$ cat src/rtl/injPkg.sv
package injPkg;

  // register port selects
  typedef enum logic [1:0] {
    SEL_MATCH = 2'd0,
    SEL_CARE  = 2'd1,
    SEL_FLIP  = 2'd2,
    SEL_CTRL  = 2'd3
  } regSel_e;

  // control word bit positions
  localparam int CTL_REPEAT = 0;
  localparam int CTL_LO     = 1;
  localparam int CTL_HI     = 2;
  localparam int CTL_ECC    = 3;
  localparam int CTL_PAR    = 4;
  localparam int CTL_W      = 5;

  // compare-enable bit positions
  localparam int FLD_COL   = 0;
  localparam int FLD_PAGE  = 1;
  localparam int FLD_BANK  = 2;
  localparam int FLD_RANK  = 3;
  localparam int FLD_DIMM  = 4;
  localparam int NUM_FLD   = 5;

  // strobes from control to datapath
  typedef struct packed {
    logic flipLo;
    logic flipHi;
    logic parity;
  } injCmd_t;

endpackage

$ cat src/rtl/addrMatcher.sv
module addrMatcher
  import injPkg::*;
#(
  parameter int COL_W  = 14,
  parameter int PAGE_W = 16,
  parameter int BANK_W = 4,
  localparam int MATCH_W = COL_W + PAGE_W + BANK_W + 3
) (
  input  logic [MATCH_W-1:0] matchWord,
  input  logic [NUM_FLD-1:0] care,
  input  logic               threeDimm,
  input  logic [1:0]         dimm,
  input  logic [1:0]         rank,
  input  logic [BANK_W-1:0]  bank,
  input  logic [PAGE_W-1:0]  page,
  input  logic [COL_W-1:0]   col,
  output logic               hit
);

  localparam int PAGE_LSB = COL_W;
  localparam int BANK_LSB = PAGE_LSB + PAGE_W;
  localparam int RANK_LSB = BANK_LSB + BANK_W;

  logic [NUM_FLD-1:0] fieldEq;
  logic [NUM_FLD-1:0] fieldOk;

  always_comb begin
    fieldEq[FLD_COL]  = (matchWord[COL_W-1:0] == col);
    fieldEq[FLD_PAGE] = (matchWord[PAGE_LSB +: PAGE_W] == page);
    fieldEq[FLD_BANK] = (matchWord[BANK_LSB +: BANK_W] == bank);
    if (threeDimm) begin
      fieldEq[FLD_RANK] = (matchWord[RANK_LSB] == rank[0]);
      fieldEq[FLD_DIMM] = (matchWord[RANK_LSB+1 +: 2] == dimm);
    end else begin
      fieldEq[FLD_RANK] = (matchWord[RANK_LSB +: 2] == rank);
      fieldEq[FLD_DIMM] = (matchWord[RANK_LSB+2] == dimm[0]);
    end
  end

  // a field passes when it matches or is not compared
  for (genvar f = 0; f < NUM_FLD; f++) begin : g_fld
    assign fieldOk[f] = fieldEq[f] | ~care[f];
  end

  assign hit = &fieldOk;

endmodule

$ cat src/rtl/injCtrl.sv
module injCtrl
  import injPkg::*;
#(
  parameter int MATCH_W = 37,
  parameter int ECC_W   = 32,
  parameter int REG_W   = 37
) (
  input  logic               clk,
  input  logic               rst,
  input  logic               regWe,
  input  logic [1:0]         regSel,
  input  logic [REG_W-1:0]   regWdata,
  input  logic               wrStrobe,
  input  logic               hit,
  output logic [MATCH_W-1:0] actMatch,
  output logic [NUM_FLD-1:0] actCare,
  output logic [ECC_W-1:0]   actFlip,
  output logic               armed,
  output injCmd_t            cmd
);

  logic [MATCH_W-1:0] stgMatch;
  logic [NUM_FLD-1:0] stgCare;
  logic [ECC_W-1:0]   stgFlip;
  logic [CTL_W-1:0]   ctrlWord;
  logic               ctrlWrite;
  logic               armWrite;
  logic               fire;

  assign ctrlWrite = regWe && (regSel == SEL_CTRL);
  assign armWrite  = ctrlWrite && (regWdata[CTL_ECC] || regWdata[CTL_PAR]);
  assign fire      = armed && wrStrobe && hit;

  always_comb begin
    cmd.flipLo = fire && ctrlWord[CTL_ECC] && ctrlWord[CTL_LO];
    cmd.flipHi = fire && ctrlWord[CTL_ECC] && ctrlWord[CTL_HI];
    cmd.parity = fire && ctrlWord[CTL_PAR];
  end

  // staging registers
  always_ff @(posedge clk) begin
    if (rst) begin
      stgMatch <= '0;
      stgCare  <= '0;
      stgFlip  <= '0;
    end else if (regWe) begin
      case (regSel)
        SEL_MATCH: stgMatch <= regWdata[MATCH_W-1:0];
        SEL_CARE:  stgCare  <= regWdata[NUM_FLD-1:0];
        SEL_FLIP:  stgFlip  <= regWdata[ECC_W-1:0];
        default:   ;
      endcase
    end
  end

  // active copy, loaded only when arming
  always_ff @(posedge clk) begin
    if (rst) begin
      actMatch <= '0;
      actCare  <= '0;
      actFlip  <= '0;
    end else if (armWrite) begin
      actMatch <= stgMatch;
      actCare  <= stgCare;
      actFlip  <= stgFlip;
    end
  end

  // control word and arm state
  always_ff @(posedge clk) begin
    if (rst) begin
      ctrlWord <= '0;
      armed    <= 1'b0;
    end else if (ctrlWrite) begin
      ctrlWord <= regWdata[CTL_W-1:0];
      armed    <= armWrite;
    end else if (fire && !ctrlWord[CTL_REPEAT]) begin
      armed    <= 1'b0;
    end
  end

endmodule

$ cat src/rtl/injDatapath.sv
module injDatapath
  import injPkg::*;
#(
  parameter int ECC_W = 32
) (
  input  logic             clk,
  input  logic             rst,
  input  logic             wrStrobe,
  input  injCmd_t          cmd,
  input  logic [ECC_W-1:0] flipMask,
  input  logic [ECC_W-1:0] eccLoIn,
  input  logic [ECC_W-1:0] eccHiIn,
  output logic [ECC_W-1:0] eccLoOut,
  output logic [ECC_W-1:0] eccHiOut,
  output logic             parityBad,
  output logic             outValid
);

  localparam int HALVES = 2;

  logic [HALVES-1:0][ECC_W-1:0] eccIn;
  logic [HALVES-1:0][ECC_W-1:0] eccQ;
  logic [HALVES-1:0]            halfSel;

  assign eccIn   = {eccHiIn, eccLoIn};
  assign halfSel = {cmd.flipHi, cmd.flipLo};

  for (genvar h = 0; h < HALVES; h++) begin : g_half
    always_ff @(posedge clk) begin
      if (rst) begin
        eccQ[h] <= '0;
      end else begin
        eccQ[h] <= eccIn[h] ^ (halfSel[h] ? flipMask : '0);
      end
    end
  end

  always_ff @(posedge clk) begin
    if (rst) begin
      parityBad <= 1'b0;
      outValid  <= 1'b0;
    end else begin
      parityBad <= cmd.parity;
      outValid  <= wrStrobe;
    end
  end

  assign eccLoOut = eccQ[0];
  assign eccHiOut = eccQ[1];

endmodule

$ cat src/rtl/wrErrInjector.sv
module wrErrInjector
  import injPkg::*;
#(
  parameter int COL_W  = 14,
  parameter int PAGE_W = 16,
  parameter int BANK_W = 4,
  parameter int ECC_W  = 32,
  localparam int MATCH_W = COL_W + PAGE_W + BANK_W + 3,
  localparam int REG_W   = (MATCH_W > ECC_W) ? MATCH_W : ECC_W
) (
  input  logic              clk,
  input  logic              rst,
  input  logic              regWe,
  input  logic [1:0]        regSel,
  input  logic [REG_W-1:0]  regWdata,
  input  logic              threeDimm,
  input  logic              wrStrobe,
  input  logic [1:0]        wrDimm,
  input  logic [1:0]        wrRank,
  input  logic [BANK_W-1:0] wrBank,
  input  logic [PAGE_W-1:0] wrPage,
  input  logic [COL_W-1:0]  wrCol,
  input  logic [ECC_W-1:0]  eccLoIn,
  input  logic [ECC_W-1:0]  eccHiIn,
  output logic [ECC_W-1:0]  eccLoOut,
  output logic [ECC_W-1:0]  eccHiOut,
  output logic              parityBad,
  output logic              outValid,
  output logic              armedOut
);

  logic [MATCH_W-1:0] actMatch;
  logic [NUM_FLD-1:0] actCare;
  logic [ECC_W-1:0]   actFlip;
  logic               hit;
  injCmd_t            cmd;

  addrMatcher #(.COL_W(COL_W), .PAGE_W(PAGE_W), .BANK_W(BANK_W)) u_match (
    .matchWord(actMatch),
    .care     (actCare),
    .threeDimm(threeDimm),
    .dimm     (wrDimm),
    .rank     (wrRank),
    .bank     (wrBank),
    .page     (wrPage),
    .col      (wrCol),
    .hit      (hit)
  );

  injCtrl #(.MATCH_W(MATCH_W), .ECC_W(ECC_W), .REG_W(REG_W)) u_ctrl (
    .clk     (clk),
    .rst     (rst),
    .regWe   (regWe),
    .regSel  (regSel),
    .regWdata(regWdata),
    .wrStrobe(wrStrobe),
    .hit     (hit),
    .actMatch(actMatch),
    .actCare (actCare),
    .actFlip (actFlip),
    .armed   (armedOut),
    .cmd     (cmd)
  );

  injDatapath #(.ECC_W(ECC_W)) u_dp (
    .clk      (clk),
    .rst      (rst),
    .wrStrobe (wrStrobe),
    .cmd      (cmd),
    .flipMask (actFlip),
    .eccLoIn  (eccLoIn),
    .eccHiIn  (eccHiIn),
    .eccLoOut (eccLoOut),
    .eccHiOut (eccHiOut),
    .parityBad(parityBad),
    .outValid (outValid)
  );

endmodule

$ cat config.mk
export PLATFORM = sky130hd
export DESIGN_NAME = wrErrInjector
export DESIGN_NICKNAME = d
export VERILOG_FILES = /design/src/rtl/injPkg.sv /design/src/rtl/addrMatcher.sv /design/src/rtl/injCtrl.sv /design/src/rtl/injDatapath.sv /design/src/rtl/wrErrInjector.sv
export SDC_FILE = /design/constraint.sdc
export NUM_CORES = 1
export LEC_CHECK = 0
export CAP_MARGIN = 20
export CORE_AREA = 4 4 171 140
export CTS_CLUSTER_SIZE = 16
export DETAILED_ROUTE_END_ITERATION = 10
export DIE_AREA = 0 0 175 144
export PLACE_DENSITY = 0.75
export SYNTH_ARGS = -nofsm -noshare
export SYNTH_HDL_FRONTEND = slang
export SYNTH_SLANG_ARGS = --single-unit
$ cat constraint.sdc
create_clock -name clk -period 2.7 [get_ports clk]
set_input_delay 0.27 -clock clk [delete_from_list [all_inputs] [get_ports clk]]
set_output_delay 0.27 -clock clk [all_outputs]
set_load 0.05 [all_outputs]
==> flow_summary.json <==
{
  "cp-start-kind": "flip-flop",
  "wl_per_cell_um": 17.03,
  "track_usage_pct": 20.19,
  "overflow": 0,
  "antenna_found_initial": 0,
  "synth_top_area_share_pct": 50.11,
  "grt_pass1_wl_um": 41460,
  "timing.slew.headroom_pct": 37.28,
  "ys_top_cells_by_area": "dfxtp_1, nand2_1, a21oi_1",
  "rr_endpoint": "u_dp.eccHiOut[30]",
  "fin_nets": 1412,
  "hold_path_end": "u_dp.eccLoOut[5]",
  "min_from": "rst",
  "ant_nets": 0,
  "r2r_cells": 8,
  "synth_enable_flop_cells": 0,
  "power_mw": 7.592,
  "postCtsSetupRepairBufs": 0,
  "die_w_um": 175,
  "netlist_instances": 1090,
  "clock_skew_ps": 9.275,
  "period_needed_ps": 2608,
  "initial_core_util_pct": 39.60,
  "critPathKind": "flip-flop to flip-flop",
  "grt_max_degree": 115,
  "async_reset_ff_share_pct": 0,
  "mostFrequentLayoutCell": "nand2_1",
  "synth_area_leader_cell": "dfxtp_1",
  "timing.rr.start": "u_ctrl.actMatch[33]",
  "hpwl_um": 18550,
  "drt-vias-per-instance": 5.315,
  "multi_input_area_mm2": 0.004039,
  "r2r_slack_ps": 90,
  "place_congestion": 0.8307,
  "finalMaxSlewViolations": 0,
  "io_buffers": 212,
  "synth_flop_cell": "dfxtp_1",
  "totalWireLength_um": 27020,
  "tightestPinTransition_ps": 940.8,
  "area_delta_synth_final_pct": 37.22,
  "vias": 8435,
  "status": "completed",
  "synth.distinct_cells": 29,
  "initialDrtViolationCount": 719,
  "crit_path_max_fanout": 114,
  "cp.arrival_ps": 2990,
  "dpl-instance-area_mm2": 0.01125,
  "clockBufferDepth": 3,
  "ff_latch_area_mm2": 0.004404,
  "ys.warnings.count": 0,
  "synth_area_mm2": 0.008788,
  "final_cell_mix": "nand2_1, dfxtp_1, clkdlybuf4s50_1, a21oi_1, o31ai_1",
  "cts_sinks": 220,
  "tns_ps": 0,
  "ys_ff_latch": 220,
  "design_area_mm2": 0.01206,
  "path_clk_slew_ps": 60,
  "die-area_mm2": 0.02520,
  "hold_viol": 0,
  "postLayoutCoreUtil_pct": 54.34,
  "cts_tree": "done",
  "ir_drop_v": 0.0003961,
  "layout-drive-gt1-share_pct": 6.089,
  "hp-class": "input port to flip-flop",
  "die_h_um": 144,
  "core_mm2": 0.02219,
  "rsz0062_at_grt": "no",
  "synth_nets": 1236,
  "route.detailed.drc": 0,
  "grt_pass1_vias": 7724,
  "setup_viol": 0,
  "p_leak_nw": 3.993,
  "cts-resized-gates": 0,
  "endpoint_kind": "flip-flop",
  "cts-hold-fix-buffers": 0,
  "synth.avg_cell_area_um2": 8.063,
  "rows": 49,
  "firstDrtPassIters": 7,
  "clock-root-buffer": "clkbuf_16",
  "max_cap_viol_count": 0,
  "num_io_pins": 213,
  "clock_latency_ps": 510,
  "fmax_mhz": 383.4,
  "ys_seq_area_share_pct": 50.11,
  "min_path_cells": 2,
  "n_antenna_cell": 0,
  "post-route-period-util_pct": 96.60,
  "fillCellCount": 2046,
  "htreeDepth": 1,
  "cts_buffers": 23,
  "critPathRequiredTime_ps": 3080,
  "power_density_mw_per_mm2": 629.6
}
routing by layer:
metal | vias up | GRT usage (%) | share of wire (%)
met5 | - | 0 | 0
met3 | 47 | 3.424 | 7.0
met1 | 3984 | 27.60 | 44
met4 | 0 | 5.702 | 2.3
li1 | 4096 | - | -
met2 | 308 | 33.37 | 47
sequential cells by signal, indices dropped and copies added, names as in the netlist, 5 cells and up:
signal           cells
u_dp.eccLoOut       32
u_ctrl.stgCare       5
u_ctrl.stgFlip      32
u_dp.eccHiOut       32
u_ctrl.stgMatch     37
u_ctrl.ctrlWord      5
u_ctrl.actMatch     37
u_ctrl.actCare       5
u_ctrl.actFlip      32
kinds of logic after synthesis:
logic type,synth area share [%]
AND/OR/NAND/NOR,22.68
AO/OA/AOI/OAI,17.85
flip-flops,50.11
buffers and inverters,4.314
XOR/XNOR,3.787
multiplexers,1.253
per-stage QoR:
stage	setup WS (ps)	std cells	hold slack, ps
2_1_floorplan	592.4	1090	398.2
3_3_place_gp	-34.54	1547	437.1
3_5_place_dp	-135.6	1547	443.7
4_1_cts	203.4	1587	237.2
5_1_grt	59.99	1587	271.6
6_report	91.70	1587	247.3
synth_stat cells (all sizes together) (2+ instances only):
library cell and count:
a21oi 208, and2 4, buf 16, clkbuf 75
dfxtp 220, mux2i 11, nand2 352, nand3 2
nand4 6, nor2 13, nor2b 2, nor4 2
o31ai 65, or2 2, or4 64, xnor2 27
xor2 11
worst max-delay path by stage:
stage	startpoint	to	slack, ps	depth (start not counted)
after floorplan	u_ctrl.armed	u_dp.eccLoOut[11]	590	7
after global placement	wrBank[3]	u_dp.eccLoOut[1]	-30	8
after detailed placement	wrBank[2]	u_dp.eccHiOut[30]	-140	8
after CTS	u_ctrl.actMatch[33]	u_dp.eccHiOut[30]	200	7
after global routing	u_ctrl.actMatch[33]	u_dp.eccLoOut[14]	60	7
final	u_ctrl.actMatch[33]	u_dp.eccHiOut[30]	90	8
cell type report:
class                           count  area share, %
Multi-Input combinational cell    778          33.49
Timing Repair Buffer              242          20.10
Tap cell                          306          3.175
Clock buffer                       31          5.603
Clock inverter                      9          1.079
Inverter                            1        0.03113
Sequential cell                   220          36.52
where the power goes:
part	switching (mW)	internal, mW	leakage, nW
clock	1.31	2.04	0.404
combinational	0.482	0.376	1.79
sequential	0.0415	3.34	1.80
total	1.83	5.76	3.99
worst max-delay path, stage by stage (launching register included):
cell	delay, ps
dfxtp_1	320
xor2_1	160
o41ai_1	630
buf_4	230
o2111ai_4	120
buf_12	220
buf_4	240
o31ai_1	330
a21oi_1	130
Note: power is estimated with default switching activity, not from simulation.
